File: src/rtl/mbx_pkg.sv
package mbx_pkg;
  localparam int DEF_THREADS = 64;
  localparam int DEF_BANKS   = 4;
  localparam int DEF_SLOTS   = 16;
  localparam int DEF_QDEPTH  = 4;
  localparam int DEF_FLIT_W  = 128;
  localparam int DEF_FLITS   = 4;
endpackage

File: src/rtl/mbx_free_list.sv
module mbx_free_list #(
  parameter int SLOTS  = 16,
  parameter int SLOT_W = 4
) (
  input  logic              clk,
  input  logic              rst,
  input  logic              pop,
  input  logic              push,
  input  logic [SLOT_W-1:0] push_slot,
  output logic [SLOT_W-1:0] head,
  output logic              avail,
  output logic [SLOT_W:0]   cnt
);
  logic [SLOT_W-1:0] ring [SLOTS];
  logic [SLOT_W-1:0] rd_p, wr_p;

  assign head  = ring[rd_p];
  assign avail = (cnt != '0);

  always_ff @(posedge clk) begin
    if (rst) begin
      for (int i = 0; i < SLOTS; i++) ring[i] <= SLOT_W'(i);
      rd_p <= '0;
      wr_p <= '0;
      cnt  <= (SLOT_W+1)'(SLOTS);
    end else begin
      if (push) begin
        ring[wr_p] <= push_slot;
        wr_p <= wr_p + 1'b1;
      end
      if (pop) rd_p <= rd_p + 1'b1;
      cnt <= cnt + (SLOT_W+1)'(push) - (SLOT_W+1)'(pop);
    end
  end
endmodule

File: src/rtl/mbx_refcnt.sv
module mbx_refcnt #(
  parameter int SLOTS  = 16,
  parameter int SLOT_W = 4,
  parameter int RC_W   = 7
) (
  input  logic              clk,
  input  logic              rst,
  input  logic              set_en,
  input  logic [SLOT_W-1:0] set_slot,
  input  logic [RC_W-1:0]   set_val,
  input  logic              rel_en,
  input  logic [SLOT_W-1:0] rel_slot,
  output logic              free_en,
  output logic [SLOT_W-1:0] free_slot
);
  logic [RC_W-1:0] count [SLOTS];
  logic            live;

  assign live      = (count[rel_slot] != '0);
  assign free_en   = rel_en && (count[rel_slot] == RC_W'(1));
  assign free_slot = rel_slot;

  always_ff @(posedge clk) begin
    if (rst) begin
      for (int i = 0; i < SLOTS; i++) count[i] <= '0;
    end else begin
      if (rel_en && live) count[rel_slot] <= count[rel_slot] - 1'b1;
      if (set_en) count[set_slot] <= set_val;
    end
  end
endmodule

File: src/rtl/mbx_qbank.sv
module mbx_qbank #(
  parameter int QPB    = 16,
  parameter int QDEPTH = 4,
  parameter int SLOT_W = 4
) (
  input  logic              clk,
  input  logic              rst,
  input  logic              load,
  input  logic [QPB-1:0]    load_mask,
  input  logic [SLOT_W-1:0] load_ptr,
  output logic              busy,
  input  logic              deq_en,
  input  logic [$clog2(QPB)-1:0] deq_q,
  output logic [SLOT_W-1:0] rd_ptr,
  output logic [QPB-1:0]    empty,
  output logic [QPB-1:0]    full
);
  localparam int QB_W = $clog2(QPB);
  localparam int D_W  = $clog2(QDEPTH);
  localparam int C_W  = $clog2(QDEPTH + 1);

  logic [QPB-1:0]    pend;
  logic [SLOT_W-1:0] ptr_r;
  logic [D_W-1:0]    head [QPB];
  logic [D_W-1:0]    tail [QPB];
  logic [C_W-1:0]    cnt  [QPB];
  logic [SLOT_W-1:0] mem  [QPB*QDEPTH];
  logic [QB_W-1:0]   pick;
  logic              wr_en, deq_fire;

  always_comb begin
    pick = '0;
    for (int i = QPB-1; i >= 0; i--) if (pend[i]) pick = QB_W'(i);
  end

  assign wr_en    = |pend;
  assign busy     = wr_en;
  assign deq_fire = deq_en && (cnt[deq_q] != '0);

  // queue data RAM: one write port, one registered read port, no reset
  always_ff @(posedge clk) begin
    if (wr_en) mem[{pick, tail[pick]}] <= ptr_r;
    if (deq_fire) rd_ptr <= mem[{deq_q, head[deq_q]}];
  end

  always_ff @(posedge clk) begin
    if (rst) begin
      pend  <= '0;
      ptr_r <= '0;
      for (int i = 0; i < QPB; i++) begin
        head[i] <= '0;
        tail[i] <= '0;
        cnt[i]  <= '0;
      end
    end else begin
      if (load) begin
        pend  <= load_mask;
        ptr_r <= load_ptr;
      end else if (wr_en) begin
        pend[pick] <= 1'b0;
      end
      if (wr_en) tail[pick] <= tail[pick] + 1'b1;
      if (deq_fire) head[deq_q] <= head[deq_q] + 1'b1;
      for (int i = 0; i < QPB; i++)
        cnt[i] <= cnt[i] + C_W'(wr_en && (pick == QB_W'(i)))
                         - C_W'(deq_fire && (deq_q == QB_W'(i)));
    end
  end

  for (genvar g = 0; g < QPB; g++) begin : g_stat
    assign empty[g] = (cnt[g] == '0);
    assign full[g]  = (cnt[g] == C_W'(QDEPTH));
  end
endmodule

File: src/rtl/mbx_mcast_rx.sv
module mbx_mcast_rx #(
  parameter int THREADS = mbx_pkg::DEF_THREADS,
  parameter int BANKS   = mbx_pkg::DEF_BANKS,
  parameter int SLOTS   = mbx_pkg::DEF_SLOTS,
  parameter int QDEPTH  = mbx_pkg::DEF_QDEPTH,
  parameter int MSG_W   = mbx_pkg::DEF_FLIT_W * mbx_pkg::DEF_FLITS,
  localparam int TID_W  = $clog2(THREADS),
  localparam int SLOT_W = $clog2(SLOTS)
) (
  input  logic               clk,
  input  logic               rst,
  input  logic               in_valid,
  output logic               in_ready,
  input  logic [THREADS-1:0] in_mask,
  input  logic [MSG_W-1:0]   in_payload,
  output logic               sp_we,
  output logic [SLOT_W-1:0]  sp_addr,
  output logic [MSG_W-1:0]   sp_data,
  input  logic               rx_valid,
  input  logic [TID_W-1:0]   rx_thread,
  output logic [THREADS-1:0] rx_empty,
  output logic               rx_resp_valid,
  output logic [SLOT_W-1:0]  rx_resp_ptr,
  input  logic               rel_valid,
  input  logic [SLOT_W-1:0]  rel_slot
);
  localparam int QPB  = THREADS / BANKS;
  localparam int QB_W = $clog2(QPB);
  localparam int BK_W = $clog2(BANKS);
  localparam int RC_W = $clog2(THREADS + 1);

  logic [BANKS-1:0]   bank_busy;
  logic [THREADS-1:0] q_full, q_empty;
  logic [SLOT_W-1:0]  bank_rd [BANKS];
  logic               fan_busy, mask_nz, sel_full, clash, take, deq_ok;
  logic               fl_avail, rc_free;
  logic [SLOT_W-1:0]  fl_head, rc_free_slot;
  logic [SLOT_W:0]    fl_cnt;
  logic [BK_W-1:0]    rx_bank, resp_bank;
  logic [QB_W-1:0]    rx_q;

  assign fan_busy = |bank_busy;
  assign mask_nz  = |in_mask;
  assign sel_full = |(in_mask & q_full);
  assign clash    = rel_valid && (rel_slot == fl_head);
  assign in_ready = !fan_busy && (!mask_nz || (fl_avail && !sel_full && !clash));
  assign take     = in_valid && in_ready && mask_nz;
  assign rx_bank  = rx_thread[TID_W-1:QB_W];
  assign rx_q     = rx_thread[QB_W-1:0];
  assign deq_ok   = rx_valid && !q_empty[rx_thread];
  assign rx_empty = q_empty;

  mbx_free_list #(.SLOTS(SLOTS), .SLOT_W(SLOT_W)) u_free (
    .clk(clk), .rst(rst), .pop(take), .push(rc_free), .push_slot(rc_free_slot),
    .head(fl_head), .avail(fl_avail), .cnt(fl_cnt)
  );

  mbx_refcnt #(.SLOTS(SLOTS), .SLOT_W(SLOT_W), .RC_W(RC_W)) u_rc (
    .clk(clk), .rst(rst), .set_en(take), .set_slot(fl_head),
    .set_val(RC_W'($countones(in_mask))), .rel_en(rel_valid), .rel_slot(rel_slot),
    .free_en(rc_free), .free_slot(rc_free_slot)
  );

  for (genvar b = 0; b < BANKS; b++) begin : g_bank
    mbx_qbank #(.QPB(QPB), .QDEPTH(QDEPTH), .SLOT_W(SLOT_W)) u_bank (
      .clk(clk), .rst(rst), .load(take), .load_mask(in_mask[b*QPB +: QPB]),
      .load_ptr(fl_head), .busy(bank_busy[b]),
      .deq_en(deq_ok && (rx_bank == BK_W'(b))), .deq_q(rx_q),
      .rd_ptr(bank_rd[b]), .empty(q_empty[b*QPB +: QPB]), .full(q_full[b*QPB +: QPB])
    );
  end

  assign rx_resp_ptr = bank_rd[resp_bank];

  always_ff @(posedge clk) begin
    if (rst) begin
      sp_we         <= 1'b0;
      sp_addr       <= '0;
      rx_resp_valid <= 1'b0;
      resp_bank     <= '0;
    end else begin
      sp_we         <= take;
      if (take) sp_addr <= fl_head;
      rx_resp_valid <= deq_ok;
      if (deq_ok) resp_bank <= rx_bank;
    end
  end

  always_ff @(posedge clk) begin
    if (take) sp_data <= in_payload;
  end
endmodule

File: config.mk
export PLATFORM = sky130hd
export DESIGN_NAME = mbx_mcast_rx
export DESIGN_NICKNAME = d
export VERILOG_FILES = /design/src/rtl/mbx_pkg.sv /design/src/rtl/mbx_free_list.sv /design/src/rtl/mbx_refcnt.sv /design/src/rtl/mbx_qbank.sv /design/src/rtl/mbx_mcast_rx.sv
export SDC_FILE = /design/constraint.sdc
export NUM_CORES = 2
export LEC_CHECK = 0
export ABC_AREA = 1
export CAP_MARGIN = 20
export CORE_AREA = 2 2 464 466
export CTS_BUF_LIST = sky130_fd_sc_hd__clkbuf_8
export DETAILED_ROUTE_END_ITERATION = 16
export DIE_AREA = 0 0 466 468
export DONT_BUFFER_PORTS = 1
export PLACE_DENSITY = 0.57
export SYNTH_ARGS = -nofsm -noshare
export SYNTH_HDL_FRONTEND = slang
export SYNTH_SLANG_ARGS = --single-unit
File: constraint.sdc
create_clock -name clk -period 55.3 [get_ports clk]
set_input_delay 5.53 -clock clk [delete_from_list [all_inputs] [get_ports clk]]
set_output_delay 5.53 -clock clk [all_outputs]
set_load 0.01 [all_outputs]
Yosys cells after proc, flatten, opt, wreduce, memory -nomap -nowiden
Memory sizes are Yosys's and may differ from the RTL's. A register that Yosys moved wholly into a read port is not among the register bits.
Index checks and enable logic that the tools add are counted.
{"block": "classes", "n_mux": 224, "n_bitwise": 74, "reduce_logical": 253, "n_eq_ne": 144, "n_addsub": 204, "order_cmp": 10}
{"op": "4-bit two-way mux", "n": 80}
{"op": "3-bit by 1-bit adder with 3-bit output", "n": 64}
{"op": "3-bit == test (second input constant)", "n": 64}
{"op": "3-bit zero test", "n": 64}
{"op": "3-bit two-way mux", "n": 64}
{"op": "64-bit OR reduction", "n": 3}
{"op": "3-bit by 1-bit subtractor with 3-bit output", "n": 64}
{"op": "4-bit == test (second input constant)", "n": 40}
{"op": "1-bit logical AND", "n": 149}
{"op": "16-bit two-way mux", "n": 8}
{"op": "4-bit by 3-bit == test with 1-bit output (second input constant)", "n": 20}
{"op": "1-bit by 1-bit adder with 2-bit output", "n": 32}
{"op": "16-bit AND", "n": 4}
{"op": "64-bit AND", "n": 1}
{"op": "16-bit inverter", "n": 4}
{"op": "1-bit OR", "n": 64}
{"op": "16-bit OR reduction", "n": 4}
{"op": "1-bit two-way mux", "n": 56}
{"op": "2-bit by 2-bit adder with 3-bit output", "n": 16}
{"op": "4-bit by 2-bit == test with 1-bit output (second input constant)", "n": 10}
{"op": "3-bit by 3-bit adder with 4-bit output", "n": 8}
{"op": "4-bit by 4-bit adder with 5-bit output", "n": 4}
{"op": "4-bit by 1-bit == test with 1-bit output (second input constant)", "n": 5}
{"op": "4-bit zero test", "n": 5}
{"op": "other kinds (31)", "n": 76}
{"block": "totals", "ram_bits": 1648, "word_cells": 939, "ff_bits": 597, "out_inout_bits": 587, "input_bits": 591, "memories": 18}
{"name": "g_bank[0].u_bank.mem", "words": 64, "word_bits": 4, "read_ports": 1, "rd_ports_with_merged_regs": 1, "wr": 1, "line": "mbx_qbank.sv:27", "text": "logic [SLOT_W-1:0] mem [QPB*QDEPTH];"}
{"name": "g_bank[1].u_bank.mem", "words": 64, "word_bits": 4, "read_ports": 1, "rd_ports_with_merged_regs": 1, "wr": 1, "line": "mbx_qbank.sv:27"}
{"name": "g_bank[2].u_bank.mem", "words": 64, "word_bits": 4, "read_ports": 1, "rd_ports_with_merged_regs": 1, "wr": 1, "line": "mbx_qbank.sv:27"}
{"name": "g_bank[3].u_bank.mem", "words": 64, "word_bits": 4, "read_ports": 1, "rd_ports_with_merged_regs": 1, "wr": 1, "line": "mbx_qbank.sv:27"}
{"name": "u_rc.count", "words": 16, "word_bits": 7, "read_ports": 1, "rd_ports_with_merged_regs": 0, "wr": 16, "line": "mbx_refcnt.sv:16", "text": "logic [RC_W-1:0] count [SLOTS];"}
{"name": "u_free.ring", "words": 16, "word_bits": 4, "read_ports": 1, "rd_ports_with_merged_regs": 1, "wr": 16, "line": "mbx_free_list.sv:14", "text": "logic [SLOT_W-1:0] ring [SLOTS];"}
{"name": "12 more memories"}

Logic depth before layout (Yosys ltp)
{"block": "logic_depth", "depth_word": 24, "ltp_mapped": 28, "mapped_depth_nobuf": 26}

Hierarchy
From an unflattened synthesis, not the netlist that was laid out.
{"block": "hier_totals", "cells_unflattened": 9226, "hier_area_um2": 100954.3}
{"mod": "mbx_mcast_rx", "area_each_um2": 18964.4, "seq_area_each_um2": 15534.9, "n_inst": 1, "cells_per_inst": 1103}
{"mod": "mbx_qbank (g_bank[2].u_bank)", "area_each_um2": 17872.1, "seq_area_each_um2": 11090.6, "n_inst": 1, "cells_per_inst": 1708}
{"mod": "mbx_qbank (g_bank[0].u_bank)", "area_each_um2": 17728.3, "seq_area_each_um2": 11090.6, "n_inst": 1, "cells_per_inst": 1708}
{"mod": "mbx_qbank (g_bank[3].u_bank)", "area_each_um2": 17624.4, "seq_area_each_um2": 11090.6, "n_inst": 1, "cells_per_inst": 1712}
{"mod": "mbx_qbank (g_bank[1].u_bank)", "area_each_um2": 17598.1, "seq_area_each_um2": 11090.6, "n_inst": 1, "cells_per_inst": 1709}
{"mod": "mbx_refcnt", "area_each_um2": 7048.0, "seq_area_each_um2": 3363.2, "n_inst": 1, "cells_per_inst": 801}
{"mod": "mbx_free_list", "area_each_um2": 4119.0, "seq_area_each_um2": 2262.2, "n_inst": 1, "cells_per_inst": 485}

Least setup slack after synthesis
Ideal clock, no wire load.
{"block": "synth_path", "kind": "input port to flip-flop", "start": "input in_mask[0]", "end": "register u_free.cnt[4]", "arrival_ns": 23.822, "required_time_ns": 55.167, "n_path_buf": 1, "stages": 18, "setup_ns": 0.133, "slack_ns": 31.345, "cell_sequence": "inv_1 ha_1 nand3_1 nor4_1 nand4_1 or4_1 nand2_2 nand3_2 inv_1 clkbuf_1 ha_1 inv_1 ha_1 fa_1 nand2_1 a21oi_1 nor3_1 nand3b_1"}
{"block": "synth_via", "elab_chain_len": 10, "elab_cells_between_ends": 12, "classes_between": "add/sub (1); bitwise (1); reduce/logical (10)"}
{"element": "start: declaration", "line": "mbx_mcast_rx.sv:14", "text": "input logic [THREADS-1:0] in_mask,"}
{"element": "64-bit AND", "line": "mbx_mcast_rx.sv:44", "text": "assign sel_full = |(in_mask & q_full);"}
{"element": "64-bit OR reduction", "line": "mbx_mcast_rx.sv:44"}
{"element": "1-bit zero test", "line": "mbx_mcast_rx.sv:46", "text": "assign in_ready = !fan_busy && (!mask_nz || (fl_avail && !sel_full && !clash));"}
{"element": "1-bit logical AND (2 in a row)", "line": "mbx_mcast_rx.sv:46"}
{"element": "1-bit logical OR", "line": "mbx_mcast_rx.sv:46"}
{"element": "1-bit logical AND", "line": "mbx_mcast_rx.sv:46"}
{"element": "1-bit logical AND", "line": "mbx_mcast_rx.sv:47", "text": "assign take = in_valid && in_ready && mask_nz;"}
{"element": "1-bit logical AND *", "line": "mbx_mcast_rx.sv:47"}
{"element": "net g_bank[0].u_bank.load", "line": "mbx_qbank.sv:8", "text": "input logic load,"}
{"element": "5-bit by 1-bit subtractor with 5-bit output *", "line": "mbx_free_list.sv:32", "text": "cnt <= cnt + (SLOT_W+1)'(push) - (SLOT_W+1)'(pop);"}
{"element": "end signal: assignment", "line": "mbx_free_list.sv:25", "text": "cnt <= (SLOT_W+1)'(SLOTS);"}
{"element": "end signal: assignment", "line": "mbx_free_list.sv:32"}
{"element": "end: declaration", "line": "mbx_free_list.sv:12", "text": "output logic [SLOT_W:0] cnt"}
The timed path passes the listed nets; every way through them passes the cells marked *.
A chain may end at the register's enable or synchronous reset.

Final worst setup path
{"block": "layout_path", "start": "input in_mask[58]", "end": "output in_ready"}
{"block": "layout_via", "elab_chain_len": 7, "elab_cells_between_ends": 9, "classes_between": "bitwise (1); reduce/logical (8)"}
{"element": "64-bit AND", "line": "mbx_mcast_rx.sv:44"}
{"element": "64-bit OR reduction", "line": "mbx_mcast_rx.sv:44"}
{"element": "1-bit zero test", "line": "mbx_mcast_rx.sv:46"}
{"element": "1-bit logical AND (2 in a row)", "line": "mbx_mcast_rx.sv:46"}
{"element": "1-bit logical OR *", "line": "mbx_mcast_rx.sv:46"}
{"element": "1-bit logical AND *", "line": "mbx_mcast_rx.sv:46"}
{"element": "end: declaration", "line": "mbx_mcast_rx.sv:13", "text": "output logic in_ready,"}
Mark *: on every way between the ends. The rest lies on a longest branch, timed or not.

==> results.cfg <==
[run_status]
status = completed

[timing]
setup_viol = 0
fin_crit_sh_pct = 24.9
finalClockSkew_ns = 0.132
fin_setup_tns_ns = 0
finalHoldViolations = 0
min_period_ns = 13.76
drv_slew = 0
rsz0062_at_grt = false
max_freq_mhz = 72.7
worst_pin_slew_ns = 1.13
slew-limit-headroom_pct = 24.2

[critical_path]
worstPathRequired_ns = 49.77
reg2reg_depth = 10
cpPeakStageDelay_ns = 0.94
crit_family = simple AND/OR/NAND/NOR gates
cp-end-kind = output port
crit_start = in_mask[58]
crit_arrival_ns = 8.23
critical_path_buf_inv_count = 2
path_cells = inv_1, o2111ai_1, nor4_2, nand4_1, nor3_1, nand2_1, nand2_2, nand2_1, inv_1
r2r-end = sp_data[220]
critPathMaxFanout = 4
cp-start-kind = input pin
cpMaxStageDelayCell = nor4_2
ff2ff_setup_slack_ns = 48.30
crit_type = in -> out
timing.rr.start = g_bank[3].u_bank.pend[14]

[logic_synthesis]
synth.mux.area_fraction_pct = 0.531
avgSynthCellArea_sq_um = 11.3
netlist_top_cells_area = edfxtp_1 61%, nor2_1 6.5%, dfxtp_1 5.7%
synth_compound_area_share_pct = 6.89
synth_area_sq_mm = 0.0980
netlist.area_leader.share_pct = 60.8
syn-num-nets = 9558
synthXorXnorAreaFrac_pct = 1.32
synthCells = 8691
yosysSeqAreaShare_pct = 66.6
yosysTopAreaCell = edfxtp_1
synth_top_family_by_area = simple AND/OR/NAND/NOR gates
synth_edf_count = 1984
ys_types = 54
synthFlopType = edfxtp_1
async_flop_share_pct = 0
synthSimpleGateAreaFrac_pct = 15.1
ys_seq_elements = 2265
synthAdderAreaFrac_pct = 4.44
yosysWarnings = 0

[power_and_ir_drop]
cellPowerDensity_mw_per_mm2 = 73.2
irDropWorstVdd_mv = 0.269
p_leak_nw = 39.9
power.total_w = 0.00796

[clocking]
cts_made_buffers = 397
post_cts_resized = 0
post_cts_buffers = 0
root_buffer = clkbuf_8
htreeDepth = 5
ctsHoldBuffers = 0
clock_path_buffers = 4
cts.clk_slew.worst_paths_ns = 0.06
clock-sinks = 2265
clk_latency_ns = 1.11
cts_tree = done

[floorplanning]
start_util_pct = 45.9
die_h_microns = 468
die_x_microns = 466
design.die.area_sq_mm = 0.218
pin_count = 1178
num_rows = 170
coreArea_sq_mm = 0.213

[cells_and_area]
final_util_pct = 51.0
layout_commonest_cell = edfxtp_1
final_cells = 12000
n_fill_cell = 18900
syn_to_final_growth_pct = 11.0
final_cell_mix = 1984 x edfxtp_1, 1699 x nor2_1, 1209 x nand2_1, 952 x inv_1, 437 x clkbuf_8
drive_above_1_share_pct = 8.22
nets = 9642
final_area_sq_mm = 0.109

[detailed_routing]
drt_wl_total_mm = 433
ant_nets = 0
viasPerCell = 5.97
drtIter0Drc = 10200
detail_route.wl_per_cell_microns = 36.0
post-route-drc-count = 0
firstDrtPassIters = 8
vias = 71900

[hold_path]
holdPathEnd = g_bank[0].u_bank.pend[6]
hold_path.startpoint = g_bank[0].u_bank.pend[6]
holdPathStages = 2
min-delay-path-class = reg -> reg

[global_routing]
gr-total-overflow = 0
top_usage_layer = met2
grtUsageMet1_pct = 52.3
grt_use_met3_pct = 17.6
grt_max_degree = 242
grt_pass1_vias = 65900
antenna_found_initial = 179
track_usage_pct = 38.8
grtUsageMet2_pct = 53.6
grt_pass1_wl_mm = 570

[place]
place_congestion = 1.91
placed_area_sq_mm = 0.101
placed_cells = 11200
portBuffers = 0
dp_hpwl_mm = 327

[job]
drv_cap = 0
-- registers in the layout (all words and copies together), names as in the netlist, named ones only --
name,flops
g_bank.u_bank.mem,1024
sp_data,512
g_bank.u_bank.cnt,192
g_bank.u_bank.head,128
g_bank.u_bank.tail,128
u_rc.count,112
g_bank.u_bank.pend,64
u_free.ring,64
g_bank.u_bank.rd_ptr,16
u_free.cnt,5
g_bank.u_bank.ptr_r,4
u_free.rd_p,4
u_free.wr_p,4
resp_bank,2
rx_resp_valid,1
sp_we,1
-- cells in the mapped netlist (11+ instances only) --
cell type / number
edfxtp_1: 1984
nor2_1: 1704
nand2_1: 1211
inv_1: 835
o21ai_0: 380
nand3_1: 297
dfxtp_1: 281
clkbuf_1: 225
o22ai_1: 169
nand4_1: 161
ha_1: 157
a22oi_1: 146
buf_2: 131
a21oi_1: 127
o32ai_1: 125
fa_1: 119
xor2_1: 97
o21bai_1: 81
nor3_1: 57
inv_2: 54
mux2i_1: 52
xnor2_1: 43
buf_1: 39
nand3b_1: 34
nor4_1: 25
nand2_2: 20
nor2_2: 17
o21ai_1: 17
or2_2: 14
clkinv_1: 11
-- where the power goes --
part,switching (W),internal (W),total (W)
Combinational,0.00279,0.000637,0.00343
Clock,0.000722,0.000848,0.00157
Sequential,0.000546,0.00242,0.00296
Total,0.00406,0.00390,0.00796
-- worst min-delay path, delay by kind of cell (launching register included) --
kind | cells | cell delay [ns]
AO/OA/AOI/OAI | 1 | 0.06
AND/OR/NAND/NOR | 1 | 0.06
flip-flops | 1 | 0.31
-- final cells by class --
type | count | area, sq um | area share, %
diodes | 116 | 290 | 0.267
clock buffers | 437 | 6010 | 5.53
clock inverters | 275 | 1830 | 1.69
inverters | 900 | 3390 | 3.12
multi-input cells | 5121 | 27700 | 25.5
flip-flops and latches | 2265 | 65200 | 60.0
well taps | 2838 | 3550 | 3.26
repair buffers | 90 | 733 | 0.674
-- worst max-delay path by stage --
stage | to | slack, ns | depth (start not counted)
after CTS | in_ready | 41.65 | 9
after global routing | in_ready | 41.40 | 9
after floorplan | u_free.cnt[4] | 31.34 | 18
after detailed placement | in_ready | 41.66 | 9
after global placement | in_ready | 41.63 | 9
final | in_ready | 41.54 | 9
-- per-stage QoR --
| step | hold slack (ns) | setup slack (ns) |
|---|---|---|
| finish | 0.472 | 41.54 |
| global route | 0.507 | 41.40 |
| CTS | 0.477 | 41.65 |
| detailed placement | 0.468 | 41.66 |
| global placement | 0.464 | 41.63 |
| floorplan | 0.444 | 31.34 |
-- metal layers --
metal  wire length, microns  share of wire (%)
met1                 173000                 40
met2                 177000                 41
met3                  60600                 14
met4                  21500                5.0
met5                   2090               0.48
-- cells by family (layout without fill, tap and decap cells) --
| group | after synthesis | in the layout |
|---|---|---|
| simple gates | 3571 | 3571 |
| flops | 2265 | 2265 |
| buf+inv | 1305 | 1702 |
| compound gates | 1078 | 1078 |
| fa+ha+maj | 276 | 276 |
| xor+xnor | 144 | 144 |
| mux | 52 | 52 |
| other cells | 0 | 116 |
(Power assumes the default switching activity.)
